File: src/rtl/bcd_sub_pkg.sv
package bcd_sub_pkg;
  localparam int FLAG_LT = 3;
  localparam int FLAG_GT = 2;
  localparam int FLAG_EQ = 1;
  localparam int FLAG_SO = 0;

  localparam logic [3:0] SGN_NEG      = 4'hD;
  localparam logic [3:0] SGN_POS_ALT  = 4'hF;
  localparam logic [3:0] SGN_POS_STD  = 4'hC;
  localparam logic [3:0] FLAGS_BAD    = 4'b0001;

  typedef enum logic [1:0] {SC_POS, SC_NEG, SC_BAD} sign_class_e;

  function automatic sign_class_e classify_sign(input logic [3:0] nib);
    case (nib)
      4'hA, 4'hC, 4'hE, 4'hF: return SC_POS;
      4'hB, 4'hD:             return SC_NEG;
      default:                return SC_BAD;
    endcase
  endfunction
endpackage

File: src/rtl/bcd_operand_check.sv
module bcd_operand_check
  import bcd_sub_pkg::*;
#(
  parameter int DIGITS = 31,
  localparam int MW = 4 * DIGITS,
  localparam int W  = MW + 4
) (
  input  logic [W-1:0]  opnd,
  output logic          ok_o,
  output logic          neg_o,
  output logic [MW-1:0] mag_o
);
  logic [DIGITS-1:0] dig_ok;
  sign_class_e       cls;

  for (genvar i = 0; i < DIGITS; i++) begin : g_dig
    assign dig_ok[i] = (opnd[4*i+4 +: 4] <= 4'd9);
  end

  assign cls   = classify_sign(opnd[3:0]);
  assign ok_o  = (&dig_ok) && (cls != SC_BAD);
  assign neg_o = (cls == SC_NEG);
  assign mag_o = opnd[W-1:4];
endmodule

File: src/rtl/bcd_mag_compare.sv
module bcd_mag_compare #(
  parameter int DIGITS = 31,
  localparam int MW = 4 * DIGITS
) (
  input  logic [MW-1:0] a,
  input  logic [MW-1:0] b,
  output logic          a_gt_b,
  output logic          a_eq_b
);
  // Valid packed-decimal digits order the same way as binary weights,
  // so a plain unsigned compare ranks decimal magnitudes.
  assign a_gt_b = (a > b);
  assign a_eq_b = (a == b);
endmodule

File: src/rtl/bcd_digit_chain.sv
module bcd_digit_chain #(
  parameter int DIGITS = 31,
  localparam int MW = 4 * DIGITS
) (
  input  logic          sub,
  input  logic [MW-1:0] x,
  input  logic [MW-1:0] y,
  output logic [MW-1:0] z,
  output logic          c_out
);
  logic [DIGITS:0] c;
  assign c[0] = 1'b0;

  for (genvar i = 0; i < DIGITS; i++) begin : g_dig
    logic [4:0] xa, yb, sum, dif;
    logic       fix;
    assign xa  = {1'b0, x[4*i +: 4]};
    assign yb  = {1'b0, y[4*i +: 4]};
    assign sum = xa + yb + {4'd0, c[i]};
    assign dif = xa - yb - {4'd0, c[i]};
    assign fix = sub ? dif[4] : (sum > 5'd9);
    assign z[4*i +: 4] = sub ? (dif[3:0] + (fix ? 4'd10 : 4'd0))
                             : (sum[3:0] - (fix ? 4'd10 : 4'd0));
    assign c[i+1] = fix;
  end

  assign c_out = c[DIGITS];
endmodule

File: src/rtl/bcd_signed_sub.sv
module bcd_signed_sub
  import bcd_sub_pkg::*;
#(
  parameter int DIGITS = 31,
  localparam int MW = 4 * DIGITS,
  localparam int W  = MW + 4
) (
  input  logic         clk,
  input  logic         rst_n,
  input  logic         in_valid,
  output logic         in_ready,
  input  logic [W-1:0] opa_i,
  input  logic [W-1:0] opb_i,
  input  logic         pos_sel,
  output logic         out_valid,
  input  logic         out_ready,
  output logic [W-1:0] res_o,
  output logic [3:0]   flags_o
);
  logic          a_ok, b_ok, a_neg, b_neg;
  logic [MW-1:0] mag_a, mag_b, x_sel, y_sel, mag_z;
  logic          a_gt_b, a_eq_b, eff_sub, swap, chain_c;
  logic          is_zero, is_neg, is_ovf, all_ok;
  logic [W-1:0]  res_d;
  logic [3:0]    flags_d;
  logic          accept;

  bcd_operand_check #(.DIGITS(DIGITS)) u_chk_a (
    .opnd(opa_i), .ok_o(a_ok), .neg_o(a_neg), .mag_o(mag_a));
  bcd_operand_check #(.DIGITS(DIGITS)) u_chk_b (
    .opnd(opb_i), .ok_o(b_ok), .neg_o(b_neg), .mag_o(mag_b));

  bcd_mag_compare #(.DIGITS(DIGITS)) u_cmp (
    .a(mag_a), .b(mag_b), .a_gt_b(a_gt_b), .a_eq_b(a_eq_b));

  // Equal signs: magnitudes subtract (larger minus smaller).
  // Different signs: magnitudes add, sign follows the minuend.
  assign eff_sub = (a_neg == b_neg);
  assign swap    = eff_sub && !a_gt_b;
  assign x_sel   = swap ? mag_b : mag_a;
  assign y_sel   = swap ? mag_a : mag_b;

  bcd_digit_chain #(.DIGITS(DIGITS)) u_chain (
    .sub(eff_sub), .x(x_sel), .y(y_sel), .z(mag_z), .c_out(chain_c));

  always_comb begin
    all_ok  = a_ok && b_ok;
    is_ovf  = !eff_sub && chain_c;
    is_zero = eff_sub ? a_eq_b : ((mag_z == '0) && !chain_c);
    if (is_zero)      is_neg = 1'b0;
    else if (eff_sub) is_neg = a_gt_b ? a_neg : !a_neg;
    else              is_neg = a_neg;

    if (!all_ok) begin
      res_d   = '0;
      flags_d = FLAGS_BAD;
    end else begin
      res_d   = {mag_z, is_neg ? SGN_NEG : (pos_sel ? SGN_POS_ALT : SGN_POS_STD)};
      flags_d = '0;
      flags_d[FLAG_LT] = is_neg;
      flags_d[FLAG_GT] = !is_neg && !is_zero;
      flags_d[FLAG_EQ] = is_zero;
      flags_d[FLAG_SO] = is_ovf;
    end
  end

  assign in_ready = !out_valid || out_ready;
  assign accept   = in_valid && in_ready;

  always_ff @(posedge clk or negedge rst_n) begin
    if (!rst_n) begin
      out_valid <= 1'b0;
      res_o     <= '0;
      flags_o   <= '0;
    end else if (accept) begin
      out_valid <= 1'b1;
      res_o     <= res_d;
      flags_o   <= flags_d;
    end else if (out_ready) begin
      out_valid <= 1'b0;
    end
  end

  // Digit range of the registered result, used by the checks below.
  logic [DIGITS-1:0] res_dig_ok;
  for (genvar i = 0; i < DIGITS; i++) begin : g_rchk
    assign res_dig_ok[i] = (res_o[4*i+4 +: 4] <= 4'd9);
  end

  assert_accept_latency_R8: assert property (@(posedge clk) disable iff (!rst_n)
    in_valid && in_ready |=> out_valid);

  assert_stall_hold_R9: assert property (@(posedge clk) disable iff (!rst_n)
    out_valid && !out_ready |=> out_valid && $stable(res_o) && $stable(flags_o));

  assert_single_cmp_flag_R2: assert property (@(posedge clk) disable iff (!rst_n)
    out_valid && flags_o != FLAGS_BAD |-> $countones(flags_o[3:1]) == 1);

  assert_neg_sign_R3: assert property (@(posedge clk) disable iff (!rst_n)
    out_valid && flags_o[FLAG_LT] |-> res_o[3:0] == SGN_NEG);

  assert_zero_no_so_R5: assert property (@(posedge clk) disable iff (!rst_n)
    out_valid && flags_o[FLAG_EQ] |-> !flags_o[FLAG_SO] && res_o[3:0] != SGN_NEG);

  assert_digit_range_R7: assert property (@(posedge clk) disable iff (!rst_n)
    out_valid && flags_o != FLAGS_BAD |-> &res_dig_ok);
endmodule

File: config.mk
export PLATFORM = sky130hd
export DESIGN_NAME = bcd_signed_sub
export DESIGN_NICKNAME = d
export VERILOG_FILES = /design/src/rtl/bcd_sub_pkg.sv /design/src/rtl/bcd_operand_check.sv /design/src/rtl/bcd_mag_compare.sv /design/src/rtl/bcd_digit_chain.sv /design/src/rtl/bcd_signed_sub.sv
export SDC_FILE = /design/constraint.sdc
export NUM_CORES = 1
export LEC_CHECK = 0
export BUFFER_PORTS_ARGS = -buffer_cell sky130_fd_sc_hd__buf_2
export CAP_MARGIN = 5
export CORE_MARGIN = 1
export CORE_UTILIZATION = 40
export DETAILED_ROUTE_END_ITERATION = 8
export GPL_ROUTABILITY_DRIVEN = 0
export HOLD_SLACK_MARGIN = 0.15
export SKIP_LAST_GASP = 1
export SLEW_MARGIN = 0
export SYNTH_ARGS = -nofsm -noshare
export SYNTH_HDL_FRONTEND = slang
export SYNTH_HIERARCHICAL = 1
export SYNTH_SLANG_ARGS = --single-unit
File: constraint.sdc
create_clock -name clk -period 1.7 [get_ports clk]
set_input_delay 0.085 -clock clk [delete_from_list [all_inputs] [get_ports clk]]
set_output_delay 0.085 -clock clk [all_outputs]
set_load 0.01 [all_outputs]
Word-level counts from Yosys, hierarchy flattened

Index checks and enable logic that the tools add are counted.

$add $sub $neg: 184
Magnitude comparators: 94
Equality and inequality tests: 18
Multiplexer cells: 107
Reductions and logical operators: 24

Operators by type and width:

| kind               | number |
|---|---|
| $mux 4             | 63 |
| $le 4x4->1 const B | 62 |
| $mux 124           | 2 |
| $add 4x4->5        | 31 |
| $gt 5x4->1 const B | 31 |
| $sub 4x4->5        | 31 |
| $add 5x1->5        | 30 |
| $sub 5x1->5        | 30 |
| $mux 128           | 1 |
| $add 4x4->4        | 31 |
| $eq 124x124->1     | 1 |
| $gt 124x124->1     | 1 |
| $logic_not 124->1  | 1 |
| $sub 4x4->4        | 31 |
| $reduce_and 31->1  | 2 |
| $eq 4x4->1 const B | 12 |
| $mux 1             | 37 |
| $logic_and 1x1->1  | 8 |
| $pmux 2 s2         | 2 |
| $reduce_or 4->1    | 2 |
| $logic_not 1->1    | 7 |
| $eq 2x1->1 const B | 2 |
| $mux 2             | 2 |
| $ne 2x2->1 const B | 2 |
| 4 further kinds    | 5 |

Register bits: 133
Input bits: 261
Output and inout bits: 134
Logic and storage cells: 430

Logic depth before layout (Yosys ltp)

Gate-level depths: netlist (run 1).

Word-level depth: 110
Depth in mapped cells: 303
Gate-level depth less buffers: 301

Hierarchy

Netlist (run 1), hierarchy kept.

Modules (own cells, without submodules):

| module            | instances | cells an instance | area each (µm²) | sequential area each (µm²) |
|---|---|---|---|---|
| bcd_digit_chain   | 1         | 1,876             | 15,254.6        | 0.0 |
| bcd_signed_sub    | 1         | 632               | 7,895.1         | 3,303.2 |
| bcd_mag_compare   | 1         | 440               | 3,171.8         | 0.0 |
| bcd_operand_check | 2         | 169               | 1,186.1         | 0.0 |

Least setup slack after synthesis (run 1)

Ideal clock, no wire load.

Path type: input -> register
From: input opa_i[78]
To: register flags_o[2]
Setup time: 122 ps
Data arrival time: 54,635 ps
Required time: 1,578 ps
Slack: -53,057 ps
Cell stages on the path: 298
Buffers on the path: 3
Path through: buf_4 > ha_1 > nand4_1 > nor3_2 > a221o_1 > o311a_1 > o311ai_1 > and3_1 > a21oi_1 > nor2_1 > buf_2 > buf_2 > mux2_2 > ha_1 > inv_1 > fa_1 > nor3_1 > a2111oi_2 > [... 262 more ...] > inv_1 > fa_1 > or4_1 > a221oi_1 > a2bb2oi_1 > a21oi_1 > ha_1 > ha_1 > xor2_1 > xnor2_1 > nor2_1 > a21oi_1 > xnor2_1 > nor4_1 > nand4_1 > nor4_2 > a32oi_1 > a32o_1

Word-level cells in the longest chain between the ends: 107
Elaborated cells between the ends (all ways): 329
Those cells by class: add/sub (184); order compare (33); eq/ne (1); mux (100); reduce/logical (11)

Ends and longest elaborated chain:

| what                 | RTL line              | source |
|---|---|---|
| from (decl)          | bcd_signed_sub.sv:12  | `input logic [W-1:0] opa_i,` |
| $gt 124x124->1 *     | bcd_mag_compare.sv:12 | `assign a_gt_b = (a > b);` |
| named net a_gt_b     | bcd_signed_sub.sv:22  | `logic a_gt_b, a_eq_b, eff_sub, swap, chain_c;` |
| $logic_not 1->1 *    | bcd_signed_sub.sv:39  | `assign swap = eff_sub && !a_gt_b;` |
| $logic_and 1x1->1 *  | bcd_signed_sub.sv:39  |  |
| $mux 124 *           | bcd_signed_sub.sv:41  | `assign y_sel = swap ? mag_a : mag_b;` |
| named net y_sel[0]   | bcd_signed_sub.sv:21  | `logic [MW-1:0] mag_a, mag_b, x_sel, y_sel, mag_z;` |
| $add 4x4->5          | bcd_digit_chain.sv:19 | `assign sum = xa + yb + {4'd0, c[i]};` |
| $gt 5x4->1           | bcd_digit_chain.sv:21 | `assign fix = sub ? dif[4] : (sum > 5'd9);` |
| [... 91 more ...]    | --                    |  |
| named net chain_c    | bcd_signed_sub.sv:22  |  |
| [... 3 more ...]     | --                    |  |
| named net mag_z[123] | bcd_signed_sub.sv:21  |  |
| $logic_not 124->1 *  | bcd_signed_sub.sv:49  | `is_zero = eff_sub ? a_eq_b : ((mag_z == '0) && !chain_c);` |
| $logic_and 1x1->1 *  | bcd_signed_sub.sv:49  |  |
| $mux 1 *             | bcd_signed_sub.sv:49  |  |
| $mux 1               | bcd_signed_sub.sv:50  | `if (is_zero) is_neg = 1'b0;` |
| $logic_not 1->1      | bcd_signed_sub.sv:61  | `flags_d[FLAG_GT] = !is_neg && !is_zero;` |
| $logic_and 1x1->1 *  | bcd_signed_sub.sv:61  |  |
| $mux 4 *             | bcd_signed_sub.sv:54  | `if (!all_ok) begin` |
| to (signal assigned) | bcd_signed_sub.sv:78  | `flags_o <= flags_d;` |
| to (decl)            | bcd_signed_sub.sv:18  | `output logic [3:0] flags_o` |

The timed path passes the listed nets; every way through them passes the cells marked *.
A chain may end at the register's enable or synchronous reset.

Worst setup path in the final report (run 1)

From: input opb_i[45]
To: register flags_o[2]

Word-level cells in the longest chain between the ends: 107
Elaborated cells between the ends (all ways): 329
Those cells by class: add/sub (184); order compare (33); eq/ne (1); mux (100); reduce/logical (11)

Ends and longest elaborated chain:

| what                 | RTL line              | source |
|---|---|---|
| from (decl)          | bcd_signed_sub.sv:13  | `input logic [W-1:0] opb_i,` |
| $gt 124x124->1 *     | bcd_mag_compare.sv:12 |  |
| named net a_gt_b     | bcd_signed_sub.sv:22  |  |
| $logic_not 1->1 *    | bcd_signed_sub.sv:39  |  |
| $logic_and 1x1->1 *  | bcd_signed_sub.sv:39  |  |
| $mux 124 *           | bcd_signed_sub.sv:40  | `assign x_sel = swap ? mag_b : mag_a;` |
| named net x_sel[2]   | bcd_signed_sub.sv:21  |  |
| $add 4x4->5          | bcd_digit_chain.sv:19 |  |
| $gt 5x4->1           | bcd_digit_chain.sv:21 |  |
| [... 91 more ...]    | --                    |  |
| named net chain_c    | bcd_signed_sub.sv:22  |  |
| [... 3 more ...]     | --                    |  |
| named net mag_z[123] | bcd_signed_sub.sv:21  |  |
| $logic_not 124->1 *  | bcd_signed_sub.sv:49  |  |
| $logic_and 1x1->1 *  | bcd_signed_sub.sv:49  |  |
| $mux 1 *             | bcd_signed_sub.sv:49  |  |
| $mux 1               | bcd_signed_sub.sv:50  |  |
| $logic_not 1->1      | bcd_signed_sub.sv:61  |  |
| $logic_and 1x1->1 *  | bcd_signed_sub.sv:61  |  |
| $mux 4 *             | bcd_signed_sub.sv:54  |  |

Marks and branches as above.

==> results of run 1 <==
## power by group
group          internal, mW  switching, mW  total, mW
Clock                  2.07           1.71       3.78
Combinational          24.3           22.0       46.3
Sequential             3.14       0.000679       3.14
Total                  29.6           23.7       53.2
## cell usage after synthesis, drive strengths merged (5+ instances only)
| cell type | count |
|---|---|
| a21o | 27 |
| a21oi | 134 |
| a221oi | 36 |
| a22o | 126 |
| and3 | 7 |
| buf | 299 |
| clkbuf | 34 |
| dfrtp | 132 |
| fa | 122 |
| ha | 526 |
| inv | 571 |
| mux2 | 248 |
| mux2i | 47 |
| nand2 | 135 |
| nand2b | 33 |
| nand3 | 46 |
| nand3b | 30 |
| nand4 | 48 |
| nor2 | 72 |
| nor2b | 5 |
| nor3 | 10 |
| nor4 | 37 |
| o211ai | 7 |
| o21ai | 151 |
| o221ai | 27 |
| o31a | 27 |
| or2 | 28 |
| xnor2 | 212 |
| xor2 | 68 |
## what timing repair did
| item | in CTS | in global routing |
|---|---|---|
| setup endpoints to repair | 131 | 131 |
| cloned | 0 | 0 |
| endpoints found under the hold margin | 143 | 0 |
| gates resized for setup | 127 | 113 |
| pin swaps | 106 | 71 |
| setup buffers | 55 | 42 |
| hold buffers | 5 | 0 |
## worst reg2reg max path: cells and delay by family (launching register included)
| kind | cells | cell delay, ns |
|---|---|---|
| buf+inv | 1 | 0.24 |
| compound gates | 1 | 0.19 |
| flops | 1 | 0.38 |
| simple gates | 3 | 0.83 |
## per-layer routing
metal,routed length [µm],up-vias,GRT usage (%)
li1,-,13187,-
met1,42400,12851,32.6
met2,46600,569,45.4
met3,3400,112,3.04
met4,2740,2,8.12
met5,13,-,0
## final timing paths
path,slack (ns),cells past startpoint,start,end
max reg2reg,-0.02,5,out_valid$_DFFE_PN0P_,res_o[9]$_DFFE_PN0P_
min,0.23,3,rst_n,res_o[127]$_DFFE_PN0P_
max,-50.09,301,opb_i[45],flags_o[2]$_DFFE_PN0P_
min in group clk,0.33,6,out_ready,res_o[1]$_DFFE_PN0P_
max in group asynchronous,1.24,3,rst_n,res_o[7]$_DFFE_PN0P_
min reg2reg,0.50,1,res_o[91]$_DFFE_PN0P_,res_o[91]$_DFFE_PN0P_
## cell type report
type                       count  area, µm²  share of cell area [%]
sequential                   132       3300                    8.20
timing repair buffer        1444      10200                    25.3
tap                          940       1180                    2.92
antenna                        3       7.51                  0.0186
multi-input combinational   2250      22900                    56.8
clock buffer                  23        468                    1.16
inverter                     571       2170                    5.40
clock inverter                 8       78.8                   0.196
## per-stage QoR
step | power [mW] | instance area (µm²) | util (%)
finish | 53.2 | 40300 | 57.1
floorplan | 27.7 | 29800 | -
global route | 58.1 | 40300 | 57.1
global placement | 45.4 | 38000 | 53.9
CTS | 51.9 | 39600 | 56.1
detailed placement | 46.0 | 38000 | 53.9
## cells by family after synthesis
| family | count (synthesis) |
|---|---|
| buf+inv | 904 |
| simple gates | 464 |
| flops | 132 |
| fa+ha+maj | 648 |
| mux | 295 |
| xor+xnor | 280 |
| compound gates | 563 |
## registers in the layout (all words and copies together) (netlist names)
register and cells:
out_valid 1, flags_o 4, res_o 127
==> results.json, run 1 <==
{
  "synthCells": 3286,
  "arrival_ns": 52.18,
  "postSynth.asyncResetShare_pct": 100,
  "status": "complete, but fails checks",
  "ios": 395,
  "grt_pass1_vias": 27056,
  "crit_path_start_kind": "primary input",
  "rsz0062_at_grt": "true",
  "slew_headroom_pct": 26.7,
  "final_cell_mix": "buf_4 (1,038), inv_1 (485), ha_1 (478)",
  "violations": "negative setup slack",
  "yosys.area.top_type": "ha_1",
  "fill_cells": 6276,
  "syn_area_um2": 28700,
  "root_buffer": "clkbuf_16",
  "syn2layout_area_growth_pct": 40.4,
  "dominantRegCellSynth": "dfrtp_1",
  "wl_per_cell_um": 17.7,
  "fin_tns_setup_ns": -3470.63,
  "crit_family": "adder cells",
  "yosysWarnings": 6,
  "drc": 0,
  "grt_pass1_wl_mm": 146,
  "drt-pass1-iter-count": 7,
  "grt_use_total_pct": 25.8,
  "ant_nets": 0,
  "synth_edf_count": 0,
  "fmax_mhz": 19.3,
  "fp-row-count": 97,
  "htreeDepth": 4,
  "power_density_nw_per_um2": 1320,
  "synth_nets": 4195,
  "fin_cells": 5371,
  "slowest_stage": "or4_4",
  "grt_max_degree": 84,
  "p_leak_nw": 21.5,
  "fin_skew_ns": 0.0156,
  "synth_top_family_by_area": "adder cells",
  "path_common_cell": "fa_2",
  "synth.avg_cell_area_um2": 8.73,
  "critPathBufInv": 66,
  "portBuffers": 394,
  "synth_cell_types": 60,
  "synth_top_area_share_pct": 22.9,
  "path_class": "primary input to flip-flop",
  "slowest_delay_ns": 0.55,
  "final_common_cell": "buf_4",
  "dpl.hpwl_mm": 80.3,
  "die_h_um": 270,
  "die_width_um": 270,
  "post-route-period-util_pct": 3050,
  "ir_drop_mv": 0.579,
  "pre_cts_ws_ns": -51.36,
  "path_clk_slew_ns": 0.08,
  "cap_violations": 0,
  "layout_setup_ws_ns": -50.09,
  "clock_path_buffers": 2,
  "drive_above_1_share_pct": 48.5,
  "post-route-min-period_ns": 51.79,
  "post-place-cells": 5246,
  "cts_inserted_buffers": 17,
  "dieArea_um2": 72800,
  "cts_num_sinks": 132,
  "cts_tree": "built",
  "ys_top_cells_by_area": "ha_1 (23%), dfrtp_1 (12%), mux2_2 (9.7%)",
  "yosys.area_share.adder_pct": 31.4,
  "min-delay-path-class": "primary input to async pin",
  "drt_wl_total_mm": 95.2,
  "end_kind": "flip-flop",
  "synth_compound_area_share_pct": 13.4,
  "synthMuxAreaShare_pct": 11.4,
  "synthSimpleGateAreaFrac_pct": 8.40,
  "path_max_fanout": 7,
  "dr.first_iter.drc_count": 1158,
  "antenna_found_initial": 4,
  "coreArea_um2": 70500,
  "setup_violations": 131,
  "worstPathRequired_ns": 2.09,
  "ys_seq_elements": 132,
  "initial_utilization_pct": 40.7,
  "vias_per_cell": 4.98,
  "insertion_delay_ns": 0.49,
  "worst_slew_pin_slew_ns": 1.10,
  "slew_violations": 0,
  "overflow": 0,
  "holdWs_ns": 0.231,
  "hold_viol": 0,
  "fin_nets": 5325,
  "ys_seq_area_share_pct": 11.5,
  "vias": 26721,
  "synth_xor_area_share_pct": 8.57
}
Power figures use the tool's default switching activity.
==> run 2: changes to the inputs <==
CORE_MARGIN = 2   (was 1)
RECOVER_POWER = 100   (was unset)
==> run 2 against run 1 <==
The flow still finishes with violations (negative setup slack); worst setup slack better by 0.032 ns; clock power up 17%; sequential power about the same; global-route usage down 0.62 points; core utilization down 0.89 points; cell count unchanged; power up 0.13%; routed wire length up 0.43%; via count down 0.66%.
==> results.json, run 2 (synthesized netlist as in run 1, its figures left out) <==
{
  "p_leak_nw": 20.9,
  "path_clk_slew_ns": 0.08,
  "drt-pass1-iter-count": 8,
  "largest_reg_flops": 127,
  "clock_path_buffers": 2,
  "root_buffer": "clkbuf_16",
  "ant_nets": 0,
  "hold_viol": 0,
  "r2r-end": "res_o[95]$_DFFE_PN0P_",
  "die_width_um": 272,
  "drive_above_1_share_pct": 45.4,
  "cts_tree": "built",
  "violations": "negative setup slack",
  "final_common_cell": "buf_4",
  "p_clk_share_pct": 8.3,
  "intPower_mw": 29.7,
  "setup_violations": 131,
  "post-place-cells": 5277,
  "insertion_delay_ns": 0.50,
  "path_class": "primary input to flip-flop",
  "crit_path_start_kind": "primary input",
  "dpl.hpwl_mm": 80.6,
  "pre_cts_ws_ns": -51.60,
  "vias_per_cell": 4.94,
  "p_sw_mw": 23.6,
  "fin_tns_setup_ns": -3485.28,
  "coreArea_um2": 71200,
  "reg2reg_setup_slack_ns": 0.05,
  "slowest_stage": "or4_4",
  "crit_start": "opb_i[78]",
  "reg_top3": "res_o: 127 flops, flags_o: 4 flops, out_valid: 1 flops",
  "min-delay-path-class": "primary input to flip-flop",
  "drc": 0,
  "hold_depth": 5,
  "post-route-period-util_pct": 3040,
  "post-route-min-period_ns": 51.76,
  "multi_input_area_um2": 22900,
  "diodes": 0,
  "stdcell_area_um2": 40100,
  "utilization_pct": 56.2,
  "fin_nets": 5317,
  "initial_utilization_pct": 40.3,
  "slowest_delay_ns": 0.55,
  "drt_wl_total_mm": 95.6,
  "ios": 395,
  "cts_inserted_buffers": 17,
  "fin_skew_ns": 0.0181,
  "end_kind": "flip-flop",
  "path_max_fanout": 6,
  "dr.first_iter.drc_count": 1063,
  "ir_drop_mv": 0.587,
  "final_cell_mix": "buf_4 (1,022), inv_1 (482), ha_1 (472)",
  "p_seq_share_pct": 5.9,
  "cap_violations": 0,
  "dieArea_um2": 73900,
  "grt_pass1_vias": 26557,
  "die_h_um": 272,
  "reg2regPathDepth": 6,
  "swShare_pct": 44.4,
  "min-delay-start": "out_ready",
  "r2r_start": "out_valid$_DFFE_PN0P_",
  "syn2layout_area_growth_pct": 39.6,
  "htreeDepth": 4,
  "fin_cells": 5371,
  "grt_max_degree": 67,
  "combPwrFrac_pct": 85.8,
  "fmax_mhz": 19.3,
  "vias": 26544,
  "path_common_cell": "fa_2",
  "holdWs_ns": 0.272,
  "hold_path_end": "flags_o[0]$_DFFE_PN0P_",
  "finalPower_mw": 53.3,
  "layout_setup_ws_ns": -50.06,
  "rsz0062_at_grt": "true",
  "wl_per_cell_um": 17.8,
  "final-seq-area_um2": 3300,
  "slew_violations": 0,
  "power_density_nw_per_um2": 1330,
  "arrival_ns": 52.16,
  "slew_headroom_pct": 39.9,
  "regMostFlops": "res_o",
  "grt_use_total_pct": 25.1,
  "antenna_found_initial": 3,
  "worstPathRequired_ns": 2.10,
  "fp-row-count": 98,
  "status": "complete, but fails checks",
  "worst_slew_pin_slew_ns": 0.902,
  "portBuffers": 394,
  "overflow": 0,
  "grt_pass1_wl_mm": 145,
  "fill_cells": 6424,
  "post_dp_cell_area_um2": 38200,
  "cts_num_sinks": 132
}
[run 2: cell types whose count changed in the layout (fill, tap and decap cells not counted), moves of 6 or more]
cell      change
clkbuf_1    +132
buf_2       -127
buf_4        -16
ha_4          +7
ha_1          -6
[run 2: per-layer routing]
layer  vias up  GRT usage [%]  share of wire (%)
met2       504           43.8                 49
met4         4           8.05                2.8
met1     12755           32.5                 45
met3       104           2.60                3.3
li1      13177              -                  -
met5         -              0              0.024
[run 2: layout make-up]
class	instances	area share (%)
multi-input cells	2250	57.2
repair buffers	1436	24.6
flip-flops and latches	132	8.25
inverters	571	5.42
well taps	950	2.97
clock buffers	19	1.13
clock inverters	13	0.487
[run 2: repair_timing]
item | CTS | global route
setup endpoints to repair | 131 | 131
cloned | 0 | 0
hold buffers | 5 | 0
buffers inserted | 22 | 39
pin swaps | 28 | 91
hold endpoints to repair | 144 | 0
gates resized for setup | 17 | 203
[run 2: critical path, delay by kind of cell]
family          cells  cell delay (ns)
fa+ha+maj          65            18.82
mux                 1             0.19
buf+inv            65             4.11
compound gates     73            13.30
simple gates       66            10.93
xor+xnor           30             4.57
[run 2: power groups by stage]
stage               clock network, mW  logic (mW)  registers, mW
floorplan                           0        24.5           3.20
CTS                              4.52        43.6           3.14
finish                           4.44        45.7           3.14
global route                     4.63        50.4           3.14
global placement                    0        42.2           3.20
detailed placement                  0        42.8           3.20
[run 2: worst max-delay path by stage]
| stage | end | slack [ns] |
|---|---|---|
| 3_5_place_dp | flags_o[2]$_DFFE_PN0P_ | -51.60 |
| 5_1_grt | flags_o[2]$_DFFE_PN0P_ | -52.23 |
| 4_1_cts | flags_o[2]$_DFFE_PN0P_ | -50.18 |
| 6_report | flags_o[2]$_DFFE_PN0P_ | -50.06 |
| 3_3_place_gp | flags_o[2]$_DFFE_PN0P_ | -50.70 |
| 2_1_floorplan | flags_o[2]$_DFFE_PN0P_ | -50.59 |
